--- src/rtl/scl_gen_pkg.sv ---
package scl_gen_pkg;

    typedef enum logic [1:0] {
        ST_IDLE    = 2'd0,
        ST_LOW     = 2'd1,
        ST_WAIT_HI = 2'd2,
        ST_HIGH    = 2'd3
    } scl_state_e;

    typedef enum logic [1:0] {
        SPD_STD   = 2'b00,
        SPD_FAST  = 2'b01,
        SPD_FPLUS = 2'b10,
        SPD_RSVD  = 2'b11
    } spd_mode_e;

    // Cycles added to BAUD for each counted phase.
    localparam int unsigned PHASE_EXTRA = 5;

    // Minimum low times per mode, in nanoseconds.
    localparam int unsigned TLOW_STD_NS   = 4700;
    localparam int unsigned TLOW_FAST_NS  = 1300;
    localparam int unsigned TLOW_FPLUS_NS = 500;

    // Converts a time in ns to a count of clock cycles, rounding up.
    function automatic int unsigned ns_to_cycles(input int unsigned clk_hz,
                                                 input int unsigned t_ns);
        longint unsigned prod;
        prod = longint'(clk_hz) * longint'(t_ns);
        return int'((prod + 64'd999_999_999) / 64'd1_000_000_000);
    endfunction

endpackage

--- src/rtl/scl_in_sync.sv ---
module scl_in_sync #(
    parameter int STAGES = 2
) (
    input  logic clk_i,
    input  logic rst_ni,
    input  logic d_i,
    output logic q_o
);
    logic [STAGES-1:0] shreg;

    // The wire idles high because of its pull-up, so reset to ones.
    generate
        if (STAGES == 1) begin : g_single
            always_ff @(posedge clk_i or negedge rst_ni) begin
                if (!rst_ni) shreg <= '1;
                else         shreg <= d_i;
            end
        end else begin : g_chain
            always_ff @(posedge clk_i or negedge rst_ni) begin
                if (!rst_ni) shreg <= '1;
                else         shreg <= {shreg[STAGES-2:0], d_i};
            end
        end
    endgenerate

    assign q_o = shreg[STAGES-1];
endmodule

--- src/rtl/scl_low_check.sv ---
module scl_low_check
    import scl_gen_pkg::*;
#(
    parameter int unsigned CLK_HZ = 50_000_000,
    parameter int          BAUD_W = 8
) (
    input  logic              clk_i,
    input  logic              rst_ni,
    input  logic [BAUD_W-1:0] baud_i,
    input  logic [1:0]        mode_i,
    output logic              short_o
);
    localparam int unsigned MIN_STD   = ns_to_cycles(CLK_HZ, TLOW_STD_NS);
    localparam int unsigned MIN_FAST  = ns_to_cycles(CLK_HZ, TLOW_FAST_NS);
    localparam int unsigned MIN_FPLUS = ns_to_cycles(CLK_HZ, TLOW_FPLUS_NS);

    logic [31:0] need_cyc;
    logic [31:0] have_cyc;

    always_comb begin
        unique case (spd_mode_e'(mode_i))
            SPD_STD:   need_cyc = MIN_STD;
            SPD_FAST:  need_cyc = MIN_FAST;
            SPD_FPLUS: need_cyc = MIN_FPLUS;
            SPD_RSVD:  need_cyc = MIN_FPLUS;
            default:   need_cyc = MIN_FPLUS;
        endcase
    end

    assign have_cyc = 32'(baud_i) + 32'(PHASE_EXTRA);

    always_ff @(posedge clk_i or negedge rst_ni) begin
        if (!rst_ni) short_o <= 1'b0;
        else         short_o <= (have_cyc < need_cyc);
    end

    // once the longest low time is programmed, the flag clears after one cycle.
    p_max_baud_ok_r8: assert property (@(posedge clk_i) disable iff (!rst_ni)
        (baud_i == '1) |=> !short_o);
endmodule

--- src/rtl/scl_phase_fsm.sv ---
module scl_phase_fsm
    import scl_gen_pkg::*;
#(
    parameter int BAUD_W = 8
) (
    input  logic              clk_i,
    input  logic              rst_ni,
    input  logic              en_i,
    input  logic [BAUD_W-1:0] baud_i,
    input  logic              scl_hi_i,
    output logic              drive_low_o,
    output logic              fall_o,
    output logic              rise_o
);
    localparam int CNT_W = BAUD_W + 1;

    scl_state_e        state_q, state_d;
    logic [CNT_W-1:0]  cnt_q, cnt_d;
    logic [BAUD_W-1:0] baud_q, baud_d;
    logic [CNT_W-1:0]  last_cnt;

    // The final count value of a phase: BAUD+5 cycles means counts 0 to BAUD+4.
    assign last_cnt = {1'b0, baud_q} + CNT_W'(PHASE_EXTRA - 1);

    // State register
    always_ff @(posedge clk_i or negedge rst_ni) begin
        if (!rst_ni) begin
            state_q <= ST_IDLE;
            cnt_q   <= '0;
            baud_q  <= '0;
        end else begin
            state_q <= state_d;
            cnt_q   <= cnt_d;
            baud_q  <= baud_d;
        end
    end

    // Next-state logic
    always_comb begin
        state_d = state_q;
        cnt_d   = cnt_q;
        baud_d  = baud_q;
        if (!en_i) begin
            state_d = ST_IDLE;                  // disable
            cnt_d   = '0;
        end else begin
            unique case (state_q)
                ST_IDLE: begin                  // enable
                    state_d = ST_LOW;
                    cnt_d   = '0;
                    baud_d  = baud_i;
                end
                ST_LOW: begin
                    if (cnt_q == last_cnt) begin   // low_done
                        state_d = ST_WAIT_HI;
                        cnt_d   = '0;
                    end else begin
                        cnt_d = cnt_q + 1'b1;
                    end
                end
                ST_WAIT_HI: begin
                    if (scl_hi_i) begin         // line_high
                        state_d = ST_HIGH;
                        cnt_d   = '0;
                    end
                end
                ST_HIGH: begin
                    if (cnt_q == last_cnt) begin   // high_done
                        state_d = ST_LOW;
                        cnt_d   = '0;
                        baud_d  = baud_i;
                    end else begin
                        cnt_d = cnt_q + 1'b1;
                    end
                end
                default: state_d = ST_IDLE;
            endcase
        end
    end

    // Output logic
    always_comb begin
        drive_low_o = 1'b0;
        fall_o      = 1'b0;
        rise_o      = 1'b0;
        unique case (state_q)
            ST_IDLE:    ;
            ST_LOW: begin
                drive_low_o = 1'b1;
                fall_o      = (cnt_q == '0);
            end
            ST_WAIT_HI: ;
            ST_HIGH:    rise_o = (cnt_q == '0);
            default:    ;
        endcase
    end

    // each pulse lasts a single cycle.
    p_fall_one_cycle_r5: assert property (@(posedge clk_i) disable iff (!rst_ni)
        fall_o |=> !fall_o);
    p_rise_one_cycle_r5: assert property (@(posedge clk_i) disable iff (!rst_ni)
        rise_o |=> !rise_o);
    // a cleared enable releases the line in the next cycle.
    p_release_when_off_r6: assert property (@(posedge clk_i) disable iff (!rst_ni)
        !en_i |=> (!drive_low_o && !fall_o && !rise_o));
    // a rise is reported only after the synchronised wire has read high.
    p_rise_after_high_r3: assert property (@(posedge clk_i) disable iff (!rst_ni)
        rise_o |-> $past(scl_hi_i));
    // the low count never goes beyond its final value.
    p_low_bound_r2: assert property (@(posedge clk_i) disable iff (!rst_ni)
        drive_low_o |-> (cnt_q <= last_cnt));
endmodule

--- src/rtl/scl_clock_gen.sv ---
module scl_clock_gen #(
    parameter int unsigned CLK_HZ      = 50_000_000,
    parameter int          BAUD_W      = 8,
    parameter int          SYNC_STAGES = 2
) (
    input  logic              clk_i,
    input  logic              rst_ni,
    input  logic              en_i,
    input  logic [1:0]        mode_i,
    input  logic [BAUD_W-1:0] baud_i,
    input  logic              scl_i,
    output logic              scl_drive_low_o,
    output logic              scl_fall_o,
    output logic              scl_rise_o,
    output logic              low_short_o
);
    logic scl_hi;

    scl_in_sync #(.STAGES(SYNC_STAGES)) u_sync (
        .clk_i  (clk_i),
        .rst_ni (rst_ni),
        .d_i    (scl_i),
        .q_o    (scl_hi)
    );

    scl_phase_fsm #(.BAUD_W(BAUD_W)) u_fsm (
        .clk_i       (clk_i),
        .rst_ni      (rst_ni),
        .en_i        (en_i),
        .baud_i      (baud_i),
        .scl_hi_i    (scl_hi),
        .drive_low_o (scl_drive_low_o),
        .fall_o      (scl_fall_o),
        .rise_o      (scl_rise_o)
    );

    scl_low_check #(.CLK_HZ(CLK_HZ), .BAUD_W(BAUD_W)) u_chk (
        .clk_i   (clk_i),
        .rst_ni  (rst_ni),
        .baud_i  (baud_i),
        .mode_i  (mode_i),
        .short_o (low_short_o)
    );
endmodule

--- config.mk ---
export PLATFORM = sky130hd
export DESIGN_NAME = scl_clock_gen
export DESIGN_NICKNAME = d
export VERILOG_FILES = /design/src/rtl/scl_gen_pkg.sv /design/src/rtl/scl_in_sync.sv /design/src/rtl/scl_low_check.sv /design/src/rtl/scl_phase_fsm.sv /design/src/rtl/scl_clock_gen.sv
export SDC_FILE = /design/constraint.sdc
export NUM_CORES = 1
export LEC_CHECK = 0
export ABC_AREA = 1
export CORE_ASPECT_RATIO = 1.75
export CORE_UTILIZATION = 45
export CTS_BUF_LIST = sky130_fd_sc_hd__clkbuf_8
export CTS_CLUSTER_SIZE = 14
export DETAILED_ROUTE_END_ITERATION = 6
export GPL_TIMING_DRIVEN = 0
export PLACE_DENSITY = 0.74
export SLEW_MARGIN = 20
export SYNTH_ARGS = -nofsm -noshare
export SYNTH_HDL_FRONTEND = slang
export SYNTH_SLANG_ARGS = --single-unit
--- constraint.sdc ---
create_clock -name clk_i -period 3.6 [get_ports clk_i]
set_input_delay 0.9 -clock clk_i [delete_from_list [all_inputs] [get_ports clk_i]]
set_output_delay 0.9 -clock clk_i [all_outputs]
set_load 0.05 [all_outputs]
Word-level counts from Yosys, hierarchy flattened
Index checks and enable logic that the tools add are counted.
- reduce and logical (&&, ||, !) cells: 8
- magnitude comparators: 1
- equality and inequality tests: 11
- add/sub/neg operators: 3
- multiplexer cells: 15
- operator list (cell ; number):
    32-bit one-hot mux with 3 select lines ; 1
    32-bit less-than comparator ; 1
    9-bit two-way mux ; 3
    9-bit one-hot mux with 3 select lines ; 1
    8-bit by 3-bit adder with 9-bit output (second input constant) ; 2
    8-bit one-hot mux with 2 select lines ; 1
    9-bit by 1-bit adder with 9-bit output (second input constant) ; 1
    9-bit == test ; 1
    9-bit logical NOT ; 1
    2-bit == test (second input constant) ; 4
    2-bit two-way mux ; 4
    8-bit two-way mux ; 1
    2-bit one-hot mux with 4 select lines ; 1
    3-bit by 2-bit != test with 1-bit output (second input constant) ; 2
    3-bit AND reduction ; 2
    2-bit by 1-bit == test with 1-bit output (second input constant) ; 2
    2-bit logical NOT ; 2
    2-bit OR reduction ; 2
    1-bit two-way mux ; 3
    3-bit != test (second input constant) ; 1
    2-bit by 1-bit != test with 1-bit output (second input constant) ; 1
    2-bit nonzero test ; 1
- register bits after elaboration: 22
- word-level logic and storage cells: 43
- input port bits: 14
- output and inout bits: 4

Logic depth before layout (Yosys ltp)
- word-level depth: 5
- depth in mapped cells: 14
- mapped depth without buffers: 14

Cells and area by module
From an unflattened synthesis, not the netlist that was laid out.
- cell total of the unflattened synthesis: 238
- area total of the unflattened synthesis: 1649.1 µm²
- by module, submodules not included (module ; area each (µm²) ; cells each ; instances ; sequential area each (µm²)):
    scl_phase_fsm ; 1307.5 ; 185 ; 1 ; 475.5
    scl_low_check ; 289.0 ; 51 ; 1 ; 25.0
    scl_in_sync ; 52.6 ; 2 ; 1 ; 52.6

Least setup slack after synthesis
Ideal clock, no wire load.
- path kind: reg-to-output
- from: register u_fsm.state_q[1]
- to: output scl_fall_o
- cell stages (with the launch flop): 5
- required time: 2700 ps
- slack: 962 ps
- path buffers: 0
- arrival time: 1738 ps
- cells stage by stage: dfrtp_1 > inv_1 > ha_1 > inv_1 > nor2_1
- word-level cells in the longest chain between the ends: 2
- ends and longest elaborated chain (what ; RTL line ; RTL):
    from (decl) ; scl_phase_fsm.sv:17 ; scl_state_e state_q, state_d;
    from (signal assigned) ; scl_phase_fsm.sv:32 ; state_q <= state_d;
    2-bit by 1-bit == test with 1-bit output ; scl_phase_fsm.sv:86 ; unique case (state_q)
    1-bit two-way mux ; scl_phase_fsm.sv:86 ;
    to (decl) ; scl_clock_gen.sv:13 ; output logic scl_fall_o,
No other way between the ends.

Worst setup path after layout
- from: register u_fsm.cnt_q[5]
- to: output scl_rise_o
- word-level cells in the longest chain between the ends: 2
- ends and longest elaborated chain (what ; RTL line ; RTL):
    from (decl) ; scl_phase_fsm.sv:18 ; logic [CNT_W-1:0] cnt_q, cnt_d;
    from (signal assigned) ; scl_phase_fsm.sv:33 ; cnt_q <= cnt_d;
    9-bit logical NOT ; scl_phase_fsm.sv:93 ; ST_HIGH: rise_o = (cnt_q == '0);
    1-bit two-way mux ; scl_phase_fsm.sv:86 ;
    to (decl) ; scl_clock_gen.sv:14 ; output logic scl_rise_o,
No other way between the ends.

==> results.md <==
| Group | Item | Reported |
|:---|:---|:---|
| status | Outcome | finished clean |
| sta | Transition at the pin with the smallest max-transition slack | 643.3 ps |
| clocking | TritonCTS clock tree | built |
| grt | Total overflow reported by the global router | 0 |
| route | Vias per cell | 4.918 |
| grt | Via count of the first global-routing pass | 1,387 |
| floorplanning | Standard-cell row count | 28 |
| cells and area | Proportion of layout cells with a drive suffix above 1 | 10.21% |
| route | Number of detailed-routing iterations run before antenna repair | 4 |
| sta | Min setup slack post-route | 429.5 ps |
| placement | Hpwl dp | 2368 microns |
| power and ir drop | Clock share of power | 20.0% |
| flow run | Maxcap violations | 0 |
| sta | Hold violation count in the final report | 0 |
| grt | First-pass GRT wire length | 5402 microns |
| floorplanning | Top-level port count | 18 |
| worst setup path | Signal arrival time at the worst endpoint | 2270 ps |
| clocking | Hold_buf cts | 0 |
| route | Residual DRC count | 0 |
| route | Total wire length | 2949 microns |
| yosys | Number of synthesized register bits | 22 |
| sta | Final setup TNS | 0 ps |
| yosys | Area fraction of the dominant cell type after synthesis | 31.18% |
| grt | Most used routing layer | met2 |
| clocking | Post CTS Setup Buffer Count | 0 |
| clocking | # clock sinks | 22 |
| hold path | Worst hold path class | reg -> reg |
| power and ir drop | Worst ir drop on vdd | 0.4544 mV |
| sta | Max Slew Vio Count | 0 |
| yosys | Syn. warnings | 0 |
| placement | # port buffers | 17 |
| power and ir drop | Net switching fraction of the power | 41.43% |
| grt | Antenna violations before repair | 0 |
| yosys | Post-synthesis instance area | 1605 sq um |
| sta | Final period utilization | 88.07% |
| yosys | Cell type with the highest aggregate area in the netlist | dfrtp_1 |
| power and ir drop | Power density over cell area | 608.2 nW/um^2 |
| yosys | Synthesized netlist net count | 240 |
| power and ir drop | Power share of the sequential group | 32.7% |
| sta | Final worst path period need | 3171 ps |
| yosys | Average cell area after synthesis | 7.501 sq um |
| power and ir drop | Final Power | 1.154 mW |
| worst setup path | Max FO, Critical Path | 5 |
| power and ir drop | Lkg Pwr | 0.9623 nW |
| cells and area | Synth-to-Final Area Change | 18.24% |
| floorplanning | Die height | 81.01 microns |
| power and ir drop | Pint | 676.2 uW |
| sta | Setup Viol. Count Final | 0 |
| clocking | Largest buffer count on any clock path | 2 |
| route | Count of vias placed by the detailed router | 1,377 |
| sta | Final Skew | 11.81 ps |
| floorplanning | Width of the die | 47.15 microns |
| clocking | Clock insertion delay at the later pin of the skew report | 270 ps |
| grt | Pin count of the biggest net entering global routing | 23 |
| clocking | Total number of H-tree levels | 1 |
| clocking | Clock-pin slew on the worst setup and hold paths | 90 ps |
| sta | Slew Limit Headroom | 56.96% |
| yosys | Sequential-to-total area share from yosys stat | 34.45% |
| sta | RSZ-0062 raised after global routing | false |
| grt | Met3 track utilization from global routing | 2.667% |
| cells and area | Total inserted antenna cells | 0 |
| floorplanning | Effective utilization at floorplan | 47.24% |
| placement | Weighted congestion reported at the end of routability-driven placement | 0.7980 |
| yosys | Count of unique library cells instantiated by Yosys | 31 |
| clocking | Number of cells upsized or downsized after cts | 0 |
| floorplanning | Core ar. | 3398 sq um |
| route | Routed length per instance | 10.53 microns |
| route | Routed Antenna Nets | 0 |
| floorplanning | Area of the die | 3820 sq um |
| cells and area | Layout net count | 262 |
| worst setup path | Startpoint Class | flip-flop |
| yosys | Top cells by area in the synthesized netlist | dfrtp_1 31%, nand2_1 14%, ha_1 9.4%, inv_1 6.8%, xor2_1 6.0% |
| placement | DP Worst Slack | 603.6 ps |
| clocking | Inserted Clock Buffers | 3 |
| worst setup path | CP Class | reg -> out |
| grt | Met1 Use GR | 20.23% |
| grt | Total routing usage reported by global routing | 19.46% |
| sta | Upper clock frequency limit | 0.3154 GHz |
| clocking | Clock Tree Root | clkbuf_8 |
| power and ir drop | Comb power frac | 47.3% |
| power and ir drop | Switching pwr | 478.3 uW |
| worst setup path | Crit path required time | 2700 ps |
| yosys | Synthesized instance count | 214 |
| worst setup path | Nature of the critical path endpoint | output port |
| route | Detailed router's first-iteration violation count | 21 |
| grt | Met2 Resource Use GR | 35.83% |
-- final cells by class --
class	count	area [sq um]
Buffer	5	36.28
Multi-Input combinational cell	157	903.4
Tap cell	45	56.30
Fill cell	355	1500
Sequential cell	22	553.0
Clock inverter	1	30.03
Inverter	30	112.6
Timing Repair Buffer	17	165.2
Clock buffer	3	41.29
-- worst max-delay path, cell delays in order, from the launching register on --
cell and delay, ps:
dfrtp_1 370, clkbuf_2 170, nor4_1 330, nand4_1 190
nor2_1 130, clkdlybuf4s50_1 810
-- cell families after synthesis --
logic type | Yosys count | synth area share, %
simple gates | 109 | 30.79
flops | 22 | 34.45
compound gates | 20 | 6.938
fa+ha+maj | 12 | 9.353
xor+xnor | 16 | 9.197
buf+inv | 35 | 9.274
-- per-layer routing --
metal / vias up / routed length (microns)
li1: 712 / -
met1: 637 / 1094
met2: 19 / 1689
met3: 9 / 62
met4: 0 / 104
met5: - / 0
-- synth_stat cells, drive strengths merged --
cell,instances
nand2,66
inv,30
dfrtp,20
nor2,20
nand3,15
a21oi,12
ha,12
xor2,12
xnor2,4
clkbuf,3
o21ai,3
buf,2
dfstp,2
nand4,2
nor3,2
a21boi,1
a21o,1
and3,1
nand3b,1
nor4,1
o211ai,1
o21bai,1
o22ai,1
or2,1
-- state kept, by name, indices dropped and copies added, names as in the netlist --
signal / flops
u_fsm.cnt_q: 9
u_chk.short_o: 1
u_fsm.baud_q: 8
u_fsm.state_q: 2
u_sync.shreg: 2
-- metrics by stage --
| stage | hold WS, ps | utilization [%] | instance area (sq um) | instances |
|---|---|---|---|---|
| 2_1_floorplan | 345.2 | - | 1605 | 214 |
| 6_report | 360.9 | 55.85 | 1898 | 280 |
| 3_5_place_dp | 350.7 | 53.90 | 1832 | 276 |
| 3_3_place_gp | 349.3 | 53.90 | 1832 | 276 |
| 5_1_grt | 370.1 | 55.85 | 1898 | 280 |
| 4_1_cts | 363.4 | 56.00 | 1903 | 280 |
-- layout by cell type, fill, tap and decap left out, types with 2 or more instances in the layout --
cell and count:
nand3_1 12, xor2_1 11, dfrtp_1 20, clkdlybuf4s50_1 16, nor3_1 2, o21ai_0 3, clkbuf_8 3, nand2_4 2
clkbuf_2 2, buf_6 2, nor2_1 19, ha_1 12, nand2_2 4, nand3_2 3, nand4_1 2, dfstp_2 2
xnor2_1 4, nand2_1 60, inv_1 29, a21oi_1 12
-- power groups by stage --
| stage | clock [mW] | sequential, mW | combinational (mW) |
|---|---|---|---|
| global placement | 0 | 0.382 | 0.541 |
| global route | 0.241 | 0.391 | 0.628 |
| finish | 0.231 | 0.377 | 0.546 |
| floorplan | 0 | 0.376 | 0.425 |
| CTS | 0.234 | 0.379 | 0.557 |
| detailed placement | 0 | 0.383 | 0.552 |
-- path summary, 6_finish.rpt --
| kind | from | to | slack, ps | depth (start not counted) |
|---|---|---|---|---|
| max in group asynchronous | rst_ni | u_sync.shreg[1] | 2660 | 1 |
| min in group asynchronous | rst_ni | u_fsm.cnt_q[1] | 590 | 1 |
| setup / recovery | u_fsm.cnt_q[5] | scl_rise_o | 430 | 5 |
| hold reg to reg | u_sync.shreg[0] | u_sync.shreg[1] | 360 | 0 |
| hold / removal | u_sync.shreg[0] | u_sync.shreg[1] | 360 | 0 |
| setup reg to reg | u_fsm.baud_q[2] | u_fsm.baud_q[2] | 1750 | 11 |
Power figures use the tool's default switching activity.
